===== config.mk =====
export PLATFORM = sky130hd
export DESIGN_NAME = ref_selector
export DESIGN_NICKNAME = d
export VERILOG_FILES = /design/src/rtl/refsel_pkg.sv /design/src/rtl/refsel_qualify.sv /design/src/rtl/refsel_holdoff.sv /design/src/rtl/refsel_fsm.sv /design/src/rtl/ref_selector.sv
export SDC_FILE = /design/constraint.sdc
export NUM_CORES = 1
export LEC_CHECK = 0
export BUFFER_PORTS_ARGS = -buffer_cell sky130_fd_sc_hd__buf_2
export CORE_MARGIN = 10
export CORE_UTILIZATION = 40
export CTS_CLUSTER_SIZE = 28
export DETAILED_ROUTE_END_ITERATION = 16
export GPL_TIMING_DRIVEN = 1
export SYNTH_ARGS = -nofsm -noshare
export SYNTH_HDL_FRONTEND = slang
export SYNTH_SLANG_ARGS = --single-unit
export TNS_END_PERCENT = 100

===== constraint.sdc =====
create_clock -name clk -period 10.1 [get_ports clk]
set_input_delay 1.515 -clock clk [delete_from_list [all_inputs] [get_ports clk]]
set_output_delay 1.515 -clock clk [all_outputs]
set_load 0.02 [all_outputs]

===== src/rtl/refsel_pkg.sv =====
package refsel_pkg;

    localparam int NSRC = 2;

    typedef enum logic [1:0] {
        MODE_HITLESS     = 2'd0,
        MODE_BOUNDED     = 2'd1,
        MODE_CUTOVER     = 2'd2,
        MODE_CUTOVER_ALT = 2'd3
    } mode_e;

    typedef enum logic {
        SRC_A = 1'b0,
        SRC_B = 1'b1
    } src_e;

    typedef enum logic {
        ST_IDLE = 1'b0,
        ST_WAIT = 1'b1
    } sel_state_e;

    typedef struct packed {
        logic align_tmo;
        logic step_refused;
        logic cutover;
        logic both_bad;
    } alarm_t;

    function automatic logic is_cut(mode_e m);
        return (m == MODE_CUTOVER) || (m == MODE_CUTOVER_ALT);
    endfunction

endpackage


===== src/rtl/refsel_qualify.sv =====
module refsel_qualify #(
    parameter int CW = 8
) (
    input  logic          clk,
    input  logic          rst,
    input  logic          health_i,
    input  logic [CW-1:0] len_i,
    output logic          qual_o
);
    localparam logic [CW-1:0] CNT_MAX = '1;

    logic [CW-1:0] cnt_q;

    always_ff @(posedge clk) begin
        if (rst) begin
            cnt_q <= '0;
        end else if (!health_i) begin
            cnt_q <= '0;
        end else if (cnt_q != CNT_MAX) begin
            cnt_q <= cnt_q + CW'(1);
        end
    end

    assign qual_o = health_i && (cnt_q >= len_i);

    AST_QUAL_HISTORY: assert property (@(posedge clk) disable iff (rst)
        (qual_o && len_i != '0) |-> $past(health_i));

endmodule


===== src/rtl/refsel_holdoff.sv =====
module refsel_holdoff #(
    parameter int HW = 16
) (
    input  logic          clk,
    input  logic          rst,
    input  logic          load_i,
    input  logic [HW-1:0] len_i,
    output logic          idle_o
);
    logic [HW-1:0] cnt_q;

    always_ff @(posedge clk) begin
        if (rst) begin
            cnt_q <= '0;
        end else if (load_i) begin
            cnt_q <= len_i;
        end else if (cnt_q != '0) begin
            cnt_q <= cnt_q - HW'(1);
        end
    end

    assign idle_o = (cnt_q == '0);

    AST_HOLD_RELOAD: assert property (@(posedge clk) disable iff (rst)
        load_i |=> (cnt_q == $past(len_i)));

endmodule


===== src/rtl/refsel_fsm.sv =====
module refsel_fsm
    import refsel_pkg::*;
#(
    parameter int PW = 16,
    parameter int TW = 12
) (
    input  logic          clk,
    input  logic          rst,
    input  logic          qual_a_i,
    input  logic          qual_b_i,
    input  logic          hold_idle_i,
    input  logic [1:0]    mode_i,
    input  logic [PW-1:0] phase_off_i,
    input  logic          aligned_i,
    input  logic [PW-1:0] max_step_i,
    input  logic [TW-1:0] align_tmo_i,
    output logic          commit_o,
    output logic          sel_o,
    output logic          evt_o,
    output logic [PW-1:0] step_o,
    output alarm_t        alarm_o
);
    mode_e         mode;
    sel_state_e    state_q, state_d;
    logic [TW-1:0] wcnt_q, wcnt_d;
    src_e          sel_q;
    logic          evt_q;
    logic [PW-1:0] step_q;
    alarm_t        alarm_q;

    logic          cur_ok, oth_ok, fail_req, rev_req, req;
    logic [PW-1:0] mag;
    logic          commit, cut, tmo, refuse;

    assign mode = mode_e'(mode_i);

    always_comb begin
        cur_ok   = (sel_q == SRC_B) ? qual_b_i : qual_a_i;
        oth_ok   = (sel_q == SRC_B) ? qual_a_i : qual_b_i;
        fail_req = !cur_ok && oth_ok;
        rev_req  = (sel_q == SRC_B) && cur_ok && qual_a_i && hold_idle_i;
        req      = fail_req || rev_req;
        mag      = phase_off_i[PW-1] ? (~phase_off_i + PW'(1)) : phase_off_i;

        commit  = 1'b0;
        cut     = 1'b0;
        tmo     = 1'b0;
        refuse  = 1'b0;
        state_d = state_q;
        wcnt_d  = wcnt_q;

        case (state_q)
            ST_IDLE: begin
                if (req) begin
                    if (is_cut(mode)) begin
                        commit = 1'b1;
                        cut    = 1'b1;
                    end else if (mode == MODE_BOUNDED) begin
                        if (mag <= max_step_i) commit = 1'b1;
                        else                   refuse = 1'b1;
                    end else if (aligned_i) begin
                        commit = 1'b1;
                    end else begin
                        state_d = ST_WAIT;
                        wcnt_d  = '0;
                    end
                end
            end
            ST_WAIT: begin
                if (!req || mode != MODE_HITLESS) begin
                    state_d = ST_IDLE;
                end else if (aligned_i) begin
                    commit  = 1'b1;
                    state_d = ST_IDLE;
                end else if (wcnt_q == align_tmo_i) begin
                    commit  = 1'b1;
                    cut     = 1'b1;
                    tmo     = 1'b1;
                    state_d = ST_IDLE;
                end else begin
                    wcnt_d = wcnt_q + TW'(1);
                end
            end
            default: state_d = ST_IDLE;
        endcase
    end

    always_ff @(posedge clk) begin
        if (rst) begin
            state_q <= ST_IDLE;
            wcnt_q  <= '0;
            sel_q   <= SRC_A;
            evt_q   <= 1'b0;
            step_q  <= '0;
            alarm_q <= '0;
        end else begin
            state_q              <= state_d;
            wcnt_q               <= wcnt_d;
            evt_q                <= commit;
            alarm_q.cutover      <= cut;
            alarm_q.align_tmo    <= tmo;
            alarm_q.step_refused <= refuse;
            alarm_q.both_bad     <= !qual_a_i && !qual_b_i;
            if (commit) begin
                sel_q  <= (sel_q == SRC_A) ? SRC_B : SRC_A;
                step_q <= mag;
            end
        end
    end

    assign commit_o = commit;
    assign sel_o    = sel_q;
    assign evt_o    = evt_q;
    assign step_o   = step_q;
    assign alarm_o  = alarm_q;

    AST_SEL_WITH_EVT: assert property (@(posedge clk) disable iff (rst)
        !$stable(sel_q) |-> evt_q);

    AST_STEP_BOUND: assert property (@(posedge clk) disable iff (rst)
        (evt_q && $past(mode_i) == MODE_BOUNDED) |-> (step_q <= $past(max_step_i)));

    AST_HITLESS_ALIGNED: assert property (@(posedge clk) disable iff (rst)
        (evt_q && $past(mode_i) == MODE_HITLESS && !alarm_q.cutover) |-> $past(aligned_i));

    AST_CUT_ALARM: assert property (@(posedge clk) disable iff (rst)
        (evt_q && is_cut(mode_e'($past(mode_i)))) |-> alarm_q.cutover);

    AST_REVERT_HOLDOFF: assert property (@(posedge clk) disable iff (rst)
        (evt_q && $past(sel_q) == SRC_B && $past(qual_b_i)) |-> $past(hold_idle_i));

    AST_BOTH_BAD_NO_EVT: assert property (@(posedge clk) disable iff (rst)
        alarm_q.both_bad |-> !evt_q);

endmodule


===== src/rtl/ref_selector.sv =====
module ref_selector
    import refsel_pkg::*;
#(
    parameter int PW = 16,
    parameter int CW = 8,
    parameter int HW = 16,
    parameter int TW = 12
) (
    input  logic          clk,
    input  logic          rst,
    input  logic          health_a,
    input  logic          health_b,
    input  logic [1:0]    mode_i,
    input  logic [PW-1:0] phase_off_i,
    input  logic          aligned_i,
    input  logic [PW-1:0] max_step_i,
    input  logic [CW-1:0] qual_len_i,
    input  logic [HW-1:0] holdoff_len_i,
    input  logic [TW-1:0] align_tmo_i,
    output logic          sel_o,
    output logic          switch_o,
    output logic [PW-1:0] step_o,
    output logic [3:0]    alarm_o
);
    logic [NSRC-1:0] health_v;
    logic [NSRC-1:0] qual_v;
    logic            commit;
    logic            hold_idle;
    alarm_t          alarm;

    assign health_v = {health_b, health_a};

    for (genvar i = 0; i < NSRC; i++) begin : g_qual
        refsel_qualify #(.CW(CW)) u_qual (
            .clk      (clk),
            .rst      (rst),
            .health_i (health_v[i]),
            .len_i    (qual_len_i),
            .qual_o   (qual_v[i])
        );
    end

    refsel_holdoff #(.HW(HW)) u_hold (
        .clk    (clk),
        .rst    (rst),
        .load_i (commit),
        .len_i  (holdoff_len_i),
        .idle_o (hold_idle)
    );

    refsel_fsm #(.PW(PW), .TW(TW)) u_fsm (
        .clk         (clk),
        .rst         (rst),
        .qual_a_i    (qual_v[0]),
        .qual_b_i    (qual_v[1]),
        .hold_idle_i (hold_idle),
        .mode_i      (mode_i),
        .phase_off_i (phase_off_i),
        .aligned_i   (aligned_i),
        .max_step_i  (max_step_i),
        .align_tmo_i (align_tmo_i),
        .commit_o    (commit),
        .sel_o       (sel_o),
        .evt_o       (switch_o),
        .step_o      (step_o),
        .alarm_o     (alarm)
    );

    assign alarm_o = alarm;

endmodule


==> results of run 1 <==
## final cells by class
| type | count | area (um2) | area share (%) |
|---|---|---|---|
| multi-input cells | 412 | 2809 | 54.68 |
| flip-flops and latches | 67 | 1341 | 26.11 |
| clock inverters | 3 | 40.04 | 0.7793 |
| inverters | 34 | 127.6 | 2.484 |
| well taps | 140 | 175.2 | 3.410 |
| repair buffers | 99 | 503.0 | 9.791 |
| clock buffers | 11 | 141.4 | 2.752 |
## metal layers
| layer | wire length, um | up-vias | share of wire (%) | track usage, % |
|---|---|---|---|---|
| met3 | 589 | 8 | 5.0 | 4.085 |
| met5 | 0 | - | 0 | 0 |
| li1 | - | 2141 | - | - |
| met1 | 5582 | 1947 | 47 | 18.53 |
| met4 | 90 | 0 | 0.76 | 3.975 |
| met2 | 5611 | 96 | 47 | 24.50 |
## flip-flops by register name, summed over array words and instances (netlist names)
name	cells
u_fsm.sel_o	1
g_qual.u_qual.cnt_q	16
u_fsm.step_o	16
u_fsm.wcnt_q	12
u_fsm.evt_o	1
u_hold.cnt_q	16
u_fsm.alarm_o	4
u_fsm.state_q	1
## synth_stat cells (all sizes together) (2+ instances only)
cell / number
or4: 14
and4: 5
o31ai: 16
nand4b: 2
or3: 3
nor2b: 4
nand4: 14
o41ai: 3
o21ai: 23
nand3b: 2
xnor2: 32
o211ai: 2
a211oi: 6
nor2: 33
a2111oi: 2
nor4: 6
nand2: 31
dfxtp: 67
a31o: 8
and2: 3
xor2: 11
o21a: 3
nand3: 24
a31oi: 3
mux2i: 2
clkbuf: 19
o221ai: 2
or2: 3
ha: 37
nand2b: 8
a311oi: 2
buf: 3
a221oi: 3
nor3: 44
and3: 6
a21oi: 47
inv: 33
## power groups by stage
stage	sequential [uW]	combinational [uW]	clock [uW]
floorplan	309	180	0
global placement	313	226	0
detailed placement	313	231	0
CTS	307	232	223
global route	311	259	232
finish	308	232	216
## kinds of logic (layout without fill, tap and decap cells)
logic type                 Yosys count  in the layout  share of synthesized area (%)
buffers and inverters               56            147                          5.057
AOI/OAI and AO/OA                  125            125                          18.85
muxes                                3              3                         0.7184
and+or+nand+nor                    204            204                          25.29
DFF                                 67             67                          30.80
adders and majority gates           37             37                          10.63
xor gates and xnor gates            43             43                          8.649
## layout by cell type, fill, tap and decap left out, types with 10 or more instances in the layout
master and count:
a21oi_1 46, buf_2 96, clkbuf_8 10, dfxtp_1 67
ha_1 37, inv_1 33, nand2_1 30, nand3_1 24
nand4_1 14, nor2_1 33, nor3_1 44, o21ai_0 21
o31ai_1 16, or4_1 13, xnor2_1 32, xor2_1 11
## worst max path at each step
stage,to,slack [ns]
5_1_grt,u_hold.cnt_q[14],4.14
3_5_place_dp,u_hold.cnt_q[14],4.08
6_report,u_hold.cnt_q[14],4.41
4_1_cts,u_hold.cnt_q[14],4.46
2_1_floorplan,u_hold.cnt_q[3],5.29
3_3_place_gp,u_hold.cnt_q[14],4.29
## metrics by stage
step                      utilization [%]  cell area (um2)  power (uW)  setup WS (ns)
after global routing                47.81             5137       801.8          4.143
after floorplan                         -             4354       489.4          5.295
final                               47.81             5137       755.1          4.415
after global placement              46.12             4956       538.8          4.289
after CTS                           47.81             5137       762.7          4.455
after detailed placement            46.12             4956       543.9          4.078
## worst max-delay path, stage by stage
cell,delay [ns]
buf_2,0.12
or4_1,0.53
or2_2,0.33
nor3_1,0.28
a21boi_0,0.16
xor2_1,0.19
ha_1,0.31
nand4_1,0.15
or4_1,0.48
nor3_1,0.17
nor4b_1,0.11
a21o_1,0.43
nor2_1,0.73
mux2_2,0.41
==> results_dict.tcl, run 1 <==
set metrics [dict create \
    status "complete, no violations" \
    syn2layout_area_growth_pct 17.99 \
    cts.htree.levels 3 \
    synth_nets 647 \
    power.density_nw_per_um2 147.0 \
    cts.sinks 67 \
    hold_violations 0 \
    r2r_slack_ns 6.80 \
    initial_core_util_pct 40.52 \
    synth_edf_count 0 \
    cp_max_fo 24 \
    dpl.hpwl_mm 9.091 \
    startpoint "phase_off_i[7]" \
    p_int_uw 513.7 \
    fin_crit_ns 5.685 \
    synthArstFlopShare_pct 0 \
    worst_pin_slew_ns 0.8059 \
    nFillCells 1116 \
    power.switching_uw 241.4 \
    grt_pass1_wl_mm 19.85 \
    cts_tree "built" \
    clk_pin_slew_ns 0.07 \
    yosysSeqAreaShare_pct 30.80 \
    antenna_found_initial 0 \
    synth.yosys.warnings 0 \
    grt_max_degree 33 \
    hold_slack_ns 0.4993 \
    clk_latency_ns 0.35 \
    p_seq_share_pct 40.7 \
    syn_area_per_cell_um2 8.139 \
    cts_buffer_depth 2 \
    drtAntennaViolNets 0 \
    wire_per_inst_um 15.50 \
    final.setup.tns_ns 0 \
    final_nets 735 \
    synth_top_area_cell "dfxtp_1" \
    reg2reg_depth 9 \
    worst_setup_path_start_kind "primary input" \
    grt_overflow 0 \
    hold_buffers 0 \
    setup_viol 0 \
    vias_per_cell 5.473 \
    drive_gt1_share_pct 21.25 \
    io_pins 97 \
    cts_setup_buffers 0 \
    rsz0062_at_grt "false" \
    dieHeight_um 124.3 \
    swShare_pct 31.97 \
    clock.fmax_mhz 175.9 \
    synth_seq_cells 67 \
    portBuffers 96 \
    synth_top_area_share_pct 30.80 \
    synth_ff_type "dfxtp_1" \
    core.rowCount 38 \
    fp.dieW_um 124.3 \
    dp.cells 752 \
    comb_power_share_pct 30.7 \
    power_frac_clock_pct 28.6 \
    slew_viol_final 0 \
    first_global_vias 4175 \
    synth_cells 535 \
    drc 0 \
    max-vdd-ir-drop_v 0.0001118 \
    cts_buffers 9 \
    gp_congestion 0.8182 \
    fin_cells 766 \
    cap_violations 0 \
    ys_types 53 \
    drt_first_pass_iters 4 \
    syn_area_um2 4354 \
    hold-path-cell-count 2 \
    num_vias 4192 \
    cts-root-buf "clkbuf_8" \
    slew_headroom_pct 46.08 \
    worstPathArrival_ns 5.92 \
    min_from "u_fsm.wcnt_q[11]" \
    hp-class "reg -> reg" \
    fin_crit_sh_pct 56.29 \
    totalWireLength_mm 11.87 \
    die-area_um2 15460 \
    end_kind "register" \
    yosys-top-cells-area "dfxtp_1, ha_1, xnor2_1, a21oi_1, nor3_1" \
    p_leak_uw 0.002098 \
    rr_endpoint "u_hold.cnt_q[14]" \
    rr_startpoint "g_qual[0].u_qual.cnt_q[2]" \
    cts_repair_resize_count 0 \
    finClkSkew_ns 0.01007 \
    grt_usage_pct 14.86 \
    drt_iter0_drc 233 \
    antenna_cells 0 \
    core_area_um2 10750 \
    worstPathRequired_ns 10.33 \
    min_to "u_fsm.wcnt_q[11]" \
    path_class "in -> reg" \
]
No activity file was read; power rests on OpenSTA's default activity.
==> inputs of run 2 (changes only) <==
==> constraint.sdc (replaced) <==
create_clock -name clk -period 5.65 [get_ports clk]
set_input_delay 0.8475 -clock clk [delete_from_list [all_inputs] [get_ports clk]]
set_output_delay 0.8475 -clock clk [all_outputs]
set_load 0.02 [all_outputs]
==> run 2 against run 1 <==
Against the previous run: wire length rose by 2.0%; non-clock buffer count rose by 3; flip-flop and latch count unchanged; final cell count up 0.65%; die area unchanged; cell area increased by 1.0%; via count grew 0.24%; sequential share of layout area is 0.27 points lower; global-route usage increased by 0.27 points; highest routed layer unchanged.
==> results_dict.tcl, run 2 (synthesized netlist as in run 1, its figures left out) <==
set metrics [dict create \
    drc 0 \
    swShare_pct 32.22 \
    rr_startpoint "g_qual[1].u_qual.cnt_q[0]" \
    max-vdd-ir-drop_v 0.0001521 \
    antenna_found_initial 0 \
    final_nets 738 \
    final.setup.tns_ns 0 \
    clk_latency_ns 0.35 \
    fin_cells 771 \
    cts-root-buf "clkbuf_8" \
    startpoint "phase_off_i[7]" \
    clk_pin_slew_ns 0.07 \
    vias_per_cell 5.450 \
    slew_headroom_pct 51.05 \
    nFillCells 1074 \
    cts.htree.levels 3 \
    num_vias 4202 \
    drtAntennaViolNets 0 \
    status "complete, no violations" \
    cts_buffer_depth 2 \
    antenna_cells 0 \
    first_global_vias 4180 \
    final-seq-area_um2 1341 \
    reg2reg_depth 9 \
    worst_pin_slew_ns 0.7293 \
    power_frac_clock_pct 30.5 \
    worstPathArrival_ns 4.72 \
    end_kind "register" \
    dp_slack_ns 0.8777 \
    layout_commonest_cell "buf_2" \
    portBuffers 96 \
    slew_viol_final 0 \
    r2r_slack_ns 2.64 \
    drt_iter0_drc 267 \
    multiInputGateArea_um2 2809 \
    cts_tree "built" \
    p_seq_share_pct 39.4 \
    die-area_um2 15460 \
    hold-path-cell-count 2 \
    setup_ws_ns 1.196 \
    fin_crit_sh_pct 78.83 \
    dieHeight_um 124.3 \
    io_pins 97 \
    core_area_um2 10750 \
    grt_overflow 0 \
    clock.fmax_mhz 224.5 \
    final_cell_mix "buf_2, dfxtp_1, a21oi_1, nor3_1, ha_1" \
    worst_setup_path_start_kind "primary input" \
    drive_gt1_share_pct 22.03 \
    cts_buffers 9 \
    cts_setup_buffers 0 \
    power.density_nw_per_um2 269.4 \
    p_int_uw 948.0 \
    design_area_um2 5191 \
    post_dp_cell_area_um2 4979 \
    core.rowCount 38 \
    finClkSkew_ns 0.01082 \
    dp.cells 755 \
    totalWireLength_mm 12.11 \
    fin_crit_ns 4.454 \
    hp-class "reg -> reg" \
    rsz0062_at_grt "false" \
    p_leak_uw 0.002127 \
    grt_pass1_wl_mm 19.97 \
    setup_viol 0 \
    cts_repair_resize_count 0 \
    drt_first_pass_iters 6 \
    comb_power_share_pct 30.1 \
    min_from "u_fsm.step_o[15]" \
    cp_max_fo 15 \
    path_class "in -> reg" \
    power.switching_uw 450.7 \
    cap_violations 0 \
    cts.sinks 67 \
    dpl.hpwl_mm 9.284 \
    hold_violations 0 \
    initial_core_util_pct 40.52 \
    gp_congestion 0.8240 \
    hold_buffers 0 \
    fp.dieW_um 124.3 \
    syn2layout_area_growth_pct 19.22 \
    worstPathRequired_ns 5.91 \
    wire_per_inst_um 15.71 \
    grt_max_degree 33 \
    grt_usage_pct 15.13 \
]
## run 2: final timing paths
check | to
worst max register to register | u_fsm.wcnt_q[7]
worst min register to register | u_fsm.step_o[15]
worst min-delay path | u_fsm.step_o[15]
worst max-delay path | u_fsm.step_o[11]
## run 2: metrics by stage
step	total power, uW	hold WS, ns	util (%)
floorplan	874.8	0.4643	-
global placement	968.2	0.4772	46.33
detailed placement	979.3	0.4905	46.33
CTS	1414	0.5064	48.31
global route	1488	0.5365	48.31
finish	1399	0.4992	48.31
## run 2: final cells by class
type	count	area share, %
repair buffers	102	10.12
inverters	34	2.458
clock buffers	12	3.181
well taps	140	3.374
clock inverters	4	0.9159
multi-input cells	412	54.11
flip-flops and latches	67	25.84
## run 2: power groups by stage
stage	combinational, uW	sequential, uW	clock, uW
floorplan	322	553	0
global placement	408	560	0
detailed placement	419	560	0
CTS	422	550	442
global route	470	557	461
finish	421	551	427
## run 2: routing by layer
| metal | GRT usage, % | routed length (um) |
|---|---|---|
| met4 | 3.633 | 123 |
| met2 | 25.03 | 5681 |
| met1 | 18.57 | 5736 |
| met3 | 4.809 | 568 |
| met5 | 0 | 0 |
## run 2: worst max-delay path, cell delays in order
cell      delay, ns
buf_2          0.11
or4_1          0.53
or2_2          0.32
nor3_1         0.27
a21boi_0       0.16
xor2_1         0.18
ha_1           0.31
nand4_1        0.12
or4_1          0.45
nor3_1         0.18
nor4b_1        0.11
a21oi_2        0.35
buf_4          0.24
buf_4          0.22
a21oi_1        0.09
nor3_1         0.24
